`src/rtl/bcast_pkg.sv`:
```
package bcast_pkg;

    localparam int OPC_W   = 8;
    localparam int SPARE_W = 4;

    localparam logic [OPC_W-1:0]   OPC_E32  = 8'h18;
    localparam logic [OPC_W-1:0]   OPC_E64  = 8'h19;
    localparam logic [OPC_W-1:0]   OPC_LANE = 8'h1A;
    localparam logic [SPARE_W-1:0] SPARE_OK = 4'hF;

    typedef enum logic [1:0] {
        KIND_32   = 2'd0,
        KIND_64   = 2'd1,
        KIND_LANE = 2'd2
    } bcast_kind_e;

    typedef struct packed {
        logic        legal;
        bcast_kind_e kind;
        logic        wide;
    } bcast_dec_t;

endpackage

```
`src/rtl/bcast_decode.sv`:
```
module bcast_decode
    import bcast_pkg::*;
(
    input  logic [OPC_W-1:0]   opcode_i,
    input  logic               len_wide_i,
    input  logic               w_bit_i,
    input  logic [SPARE_W-1:0] spare_field_i,
    input  logic               src_is_reg_i,
    input  logic               feat_base_i,
    input  logic               feat_ext_i,
    output bcast_dec_t         dec_o
);

    logic        known;
    logic        len_ok;
    logic        src_ok;
    bcast_kind_e kind;

    // Opcode byte picks the replicated element size.
    always_comb begin
        known = 1'b1;
        kind  = KIND_32;
        unique case (opcode_i)
            OPC_E32:  kind = KIND_32;
            OPC_E64:  kind = KIND_64;
            OPC_LANE: kind = KIND_LANE;
            default:  known = 1'b0;
        endcase
    end

    // Only the 32-bit form has a narrow variant.
    assign len_ok = (kind == KIND_32) || len_wide_i;

    // Register sources need the extended feature and cannot take a lane;
    // memory sources need the base feature.
    always_comb begin
        if (src_is_reg_i) begin
            src_ok = feat_ext_i && (kind != KIND_LANE);
        end else begin
            src_ok = feat_base_i;
        end
    end

    always_comb begin
        dec_o.legal = known && !w_bit_i && (spare_field_i == SPARE_OK)
                      && len_ok && src_ok;
        dec_o.kind  = kind;
        dec_o.wide  = len_wide_i;
    end

endmodule

```
`src/rtl/bcast_replicate.sv`:
```
module bcast_replicate
    import bcast_pkg::*;
#(
    parameter int ELEM_W      = 32,
    parameter int WIDE_ELEM_W = 64,
    parameter int SRC_W       = 128,
    parameter int DST_W       = 256
) (
    input  bcast_kind_e      kind_i,
    input  logic             wide_i,
    input  logic [SRC_W-1:0] src_i,
    output logic [DST_W-1:0] fill_o
);

    localparam int SLOTS     = DST_W / ELEM_W;
    localparam int SRC_SLOTS = SRC_W / ELEM_W;
    localparam int PAIR      = WIDE_ELEM_W / ELEM_W;

    for (genvar i = 0; i < SLOTS; i++) begin : g_slot
        localparam int PAIR_IDX = i % PAIR;
        localparam int LANE_IDX = i % SRC_SLOTS;
        localparam bit IN_LOW   = (i < SRC_SLOTS);

        logic [ELEM_W-1:0] slot;

        always_comb begin
            unique case (kind_i)
                KIND_32: begin
                    if (IN_LOW || wide_i) begin
                        slot = src_i[ELEM_W-1:0];
                    end else begin
                        slot = '0;
                    end
                end
                KIND_64:  slot = src_i[PAIR_IDX*ELEM_W +: ELEM_W];
                default:  slot = src_i[LANE_IDX*ELEM_W +: ELEM_W];
            endcase
        end

        assign fill_o[i*ELEM_W +: ELEM_W] = slot;
    end

endmodule

```
`src/rtl/bcast_unit.sv`:
```
module bcast_unit
    import bcast_pkg::*;
#(
    parameter int SRC_W = 128,
    parameter int DST_W = 256
) (
    input  logic               clk,
    input  logic               rst_n,
    input  logic               in_valid_i,
    input  logic [OPC_W-1:0]   opcode_i,
    input  logic               len_wide_i,
    input  logic               w_bit_i,
    input  logic [SPARE_W-1:0] spare_field_i,
    input  logic               src_is_reg_i,
    input  logic               feat_base_i,
    input  logic               feat_ext_i,
    input  logic [SRC_W-1:0]   src_i,
    output logic               out_valid_o,
    output logic               ill_op_o,
    output logic               wr_en_o,
    output logic [DST_W-1:0]   dst_o
);

    typedef struct packed {
        logic             valid;
        logic             ill;
        logic             wr_en;
        logic [DST_W-1:0] data;
    } out_state_t;

    bcast_dec_t       dec;
    logic [DST_W-1:0] fill;
    out_state_t       st_d;
    out_state_t       st_q;

    bcast_decode u_decode (
        .opcode_i      (opcode_i),
        .len_wide_i    (len_wide_i),
        .w_bit_i       (w_bit_i),
        .spare_field_i (spare_field_i),
        .src_is_reg_i  (src_is_reg_i),
        .feat_base_i   (feat_base_i),
        .feat_ext_i    (feat_ext_i),
        .dec_o         (dec)
    );

    bcast_replicate #(
        .SRC_W (SRC_W),
        .DST_W (DST_W)
    ) u_replicate (
        .kind_i (dec.kind),
        .wide_i (dec.wide),
        .src_i  (src_i),
        .fill_o (fill)
    );

    always_comb begin
        st_d       = '0;
        st_d.valid = in_valid_i;
        if (in_valid_i) begin
            if (dec.legal) begin
                st_d.wr_en = 1'b1;
                st_d.data  = fill;
            end else begin
                st_d.ill   = 1'b1;
            end
        end
    end

    always_ff @(posedge clk or negedge rst_n) begin
        if (!rst_n) begin
            st_q <= '0;
        end else begin
            st_q <= st_d;
        end
    end

    assign out_valid_o = st_q.valid;
    assign ill_op_o    = st_q.ill;
    assign wr_en_o     = st_q.wr_en;
    assign dst_o       = st_q.data;

endmodule

```
`config.mk`:
```
export PLATFORM = sky130hd
export DESIGN_NAME = bcast_unit
export DESIGN_NICKNAME = d
export VERILOG_FILES = /design/src/rtl/bcast_pkg.sv /design/src/rtl/bcast_decode.sv /design/src/rtl/bcast_replicate.sv /design/src/rtl/bcast_unit.sv
export SDC_FILE = /design/constraint.sdc
export NUM_CORES = 1
export LEC_CHECK = 0
export BUFFER_PORTS_ARGS = -buffer_cell sky130_fd_sc_hd__buf_4
export CAP_MARGIN = 0
export CORE_MARGIN = 2
export CORE_UTILIZATION = 35
export DETAILED_ROUTE_END_ITERATION = 8
export GPL_TIMING_DRIVEN = 0
export PLACE_DENSITY_LB_ADDON = 0.3
export SYNTH_ARGS = -nofsm -noshare
export SYNTH_HDL_FRONTEND = slang
export SYNTH_HIERARCHICAL = 1
export SYNTH_SLANG_ARGS = --single-unit
```
`constraint.sdc`:
```
create_clock -name clk -period 0.8 [get_ports clk]
set_input_delay 0.08 -clock clk [delete_from_list [all_inputs] [get_ports clk]]
set_output_delay 0.08 -clock clk [all_outputs]
set_load 0.02 [all_outputs]
```
==> summary.md <==
| Metric | Value |
|---|---|
| First-pass GRT wire length | around 76,000 µm |
| Chip width | between 150 and 200 µm |
| DRC viols | 0 |
| Hold Fails Final Rpt | roughly 260 |
| Clock root cell | clkbuf_16 |
| Utilization after layout | between 60% and 70% |
| Worst hold path type | in -> async |
| I/O pin count | approximately 400 |
| Wire per inst | between 20 and 30 µm |
| CP Capture Type | flop |
| Syn-to-layout area delta | 79.7% |
| Critical path class | in -> reg |
| Initial DRC Count | between 700 and 800 |
| Post-DRT Antenna Nets | 0 |
| DP Worst Slack | -1.93 ns |
| Register area | about 6500 µm² |
| Count of final setup violators | 517 |
| Seq/Total Area, Yosys | between 50% and 60% |
| Longest Clk Path Bufs | 3 |
| CTS Buf Count | 28 |
| CTS tree | yes |
| CP most frequent cell | buf_12 |
| Crit-path cells | buf_6 > nor4b_4 > nand3b_1 > nor3b_2 > buf_4 > or2_4 > buf_12 > buf_12 > buf_12 > mux2_4 > and3_4 |
| Leakage | between 10 and 15 nW |
| Worst setup margin | -0.737 ns |
| RSZ-0062 raised after global routing | yes |
| Least-Margin Pin Slew | 0.721 ns |
| Fin nets | 1,802 |
| Rows | between 60 and 70 |
| Fillers | 2,507 |
| Syn Inst Count | between 1,000 and 1,500 |
| Largest net degree at the start of global routing | approximately 120 |
| Initial antenna violation count | 2 |
| # hold bufs at CTS | 129 |
| Core area | between 30,000 and 40,000 µm² |
| VDD IR max | between 1500 and 2000 µV |
| Critical path arrival | between 1.5 and 2 ns |
| Critical path's top delay family | simple AND/OR/NAND/NOR gates |
| Fin. max-slew vios | 0 |
| Slew margin rel. | between 50 and 60% |
| Met1 Track Usage GR | between 30 and 40% |
| Fin area | 21,200 µm² |
| Vias per inst | about 5.3 |
| H-Tree Depth | 1 |
| Die ar. | between 30,000 and 40,000 µm² |
| Vias in the first global route | about 12,000 |
| Post-synthesis cell area | approximately 12,000 µm² |
| Fin Hold WS | -0.617 ns |
| Layout cells sized above 1 | a little under half |
| Max-Cap Viols | 0 |
| Post-synth net total | approximately 1,200 |
| Crit path largest cell delay | slightly below 0.3 ns |
| Synthesized area per cell | roughly 12 µm² |
| Global Route met3 Usage | under 10% |
| Count of different cell masters after synthesis | 26 |
| Failing checks | hold timing, setup timing |
| Ys Warns | 6 |
| Area of the multi-input gates | about 5000 µm² |
| Crit path time final | around 1.5 ns |
| DR vias | approximately 11,000 |
| DR pass1 iterations | 6 |
| CP Max Fanout | 5 |
| Initial Util | 35.4% |
| Placed wire-length estimate | 33,400 µm |
| Busiest grt layer | met2 |
| Tot Pwr | 29.5 mW |
| Met2 GRT Util | roughly 48% |
| Achievable Freq | between 0.6 and 0.7 GHz |
| All-Layer GR Usage | approximately 29% |
| Final wirelength | between 50,000 and 60,000 µm |
| Placed Area | between 15,000 and 20,000 µm² |
| Tcrit/Tclk final | 192% |
| Worst Path Required | ~1.2 ns |
| Crit path buffers/inverters | 5 |
| Sink Count | around 260 |
| Clk pin slew, worst setup/hold paths | 0.07 ns |
| Global route total overflow | 0 |
| Routability cong. | between 0.8 and 0.9 |
| CP Launch Type | input port |
| # port buffers | between 400 and 500 |
| Die Y | 188 µm |
| PD cells | between 1000 and 1500 nW/µm² |
| Synthesized flop and latch total | 259 |
| Critical-path top delay cell | mux2_4 |
| Status | complete, but fails checks |
-- path summary, 6_finish.rpt --
| path | slack, ns | startpoint | cells past startpoint | endpoint |
|---|---|---|---|---|
| worst max-delay path | -0.74 | opcode_i[7] | 11 | dst_o[32] |
| worst min-delay path | -0.62 | rst_n | 1 | dst_o[236] |
| min in group clk | 0.06 | src_i[38] | 4 | dst_o[230] |
| max in group asynchronous | 0.52 | rst_n | 2 | dst_o[90] |
-- cell usage after synthesis --
master	n	share of area [%]
nand4_1	1	0.053
maj3_1	1	0.085
nor4b_2	2	0.25
mux2_4	28	3.6
nor3_2	1	0.085
nor3b_2	1	0.11
nor2_1	2	0.064
a21oi_1	96	4.1
a31oi_1	1	0.053
or2_1	1	0.053
nor2b_1	66	3.5
and2_1	1	0.053
and3_1	256	14
buf_1	1	0.032
buf_6	26	2.5
a22o_1	64	4.7
inv_1	1	0.032
o21ba_2	1	0.085
nand3b_1	33	2.1
buf_2	42	1.8
clkbuf_1	28	0.89
buf_4	37	2.3
nand2b_1	33	1.7
mux2_2	36	3.4
dfrtp_1	259	55
nor3b_1	1	0.064
-- final cells by class --
cell class | instances | area share [%]
multi-input cells | 625 | 23.7
well taps | 448 | 2.64
flip-flops and latches | 259 | 30.5
clock buffers | 42 | 3.88
diodes | 3 | 0.0353
repair buffers | 609 | 31.9
clock inverters | 7 | 0.401
plain buffers | 130 | 6.92
inverters | 1 | 0.0177
-- report_power, final --
part           internal [mW]  switching (mW)
sequential              13.1         0.00281
clock                   7.69            5.33
combinational           1.71            1.63
-- sequential cells by signal, summed over array words and instances (netlist names) --
name / cells
dst_o: 256
ill_op_o: 1
out_valid_o: 1
wr_en_o: 1
-- cell usage in the layout, fill, tap and decap left out, drive strengths merged, types with 3 or more instances in the layout --
master	netlist	layout
clkbuf	28	84
dlygate4sd3	0	129
nand3b	33	33
dfrtp	259	259
mux2	64	64
nor2b	66	66
clkinv	0	5
a22o	64	64
nand2b	33	33
diode	0	3
a21oi	96	96
and3	256	256
buf	106	568
-- through the flow --
step	hold WS, ns	TNS, ns	std cells
4_1_cts	-0.643	-242.63	2115
3_5_place_dp	-0.0599	-448.67	1875
2_1_floorplan	-0.216	-217.46	1019
6_report	-0.617	-256.30	2124
3_3_place_gp	0.281	-1080.76	1873
5_1_grt	-0.621	-277.76	2122
-- kinds of logic (layout without fill, tap and decap cells) --
kind of cell               Yosys count  in the layout  share of synthesized area [%]
buffers and inverters              135            789                           7.56
muxes                               64             64                           6.98
AOI/OAI and AO/OA                  162            162                           8.94
and+or+nand+nor                    398            398                           21.6
adders and majority gates            1              1                         0.0847
other                                0              3                              0
DFF                                259            259                           54.8
-- layer usage --
metal / vias to the layer above / share of wire (%)
met5: - / 0.018
met3: 136 / 7.7
met1: 5702 / 40
li1: 4854 / -
met2: 612 / 48
met4: 2 / 4.5
-- timing repair --
action	CTS	global route
buffers inserted	36	3
endpoints found under the hold margin	513	259
resized for setup	264	330
gates cloned	26	19
pin swaps	35	23
endpoints found under the setup margin	517	517
Note: power is estimated with default switching activity, not from simulation.
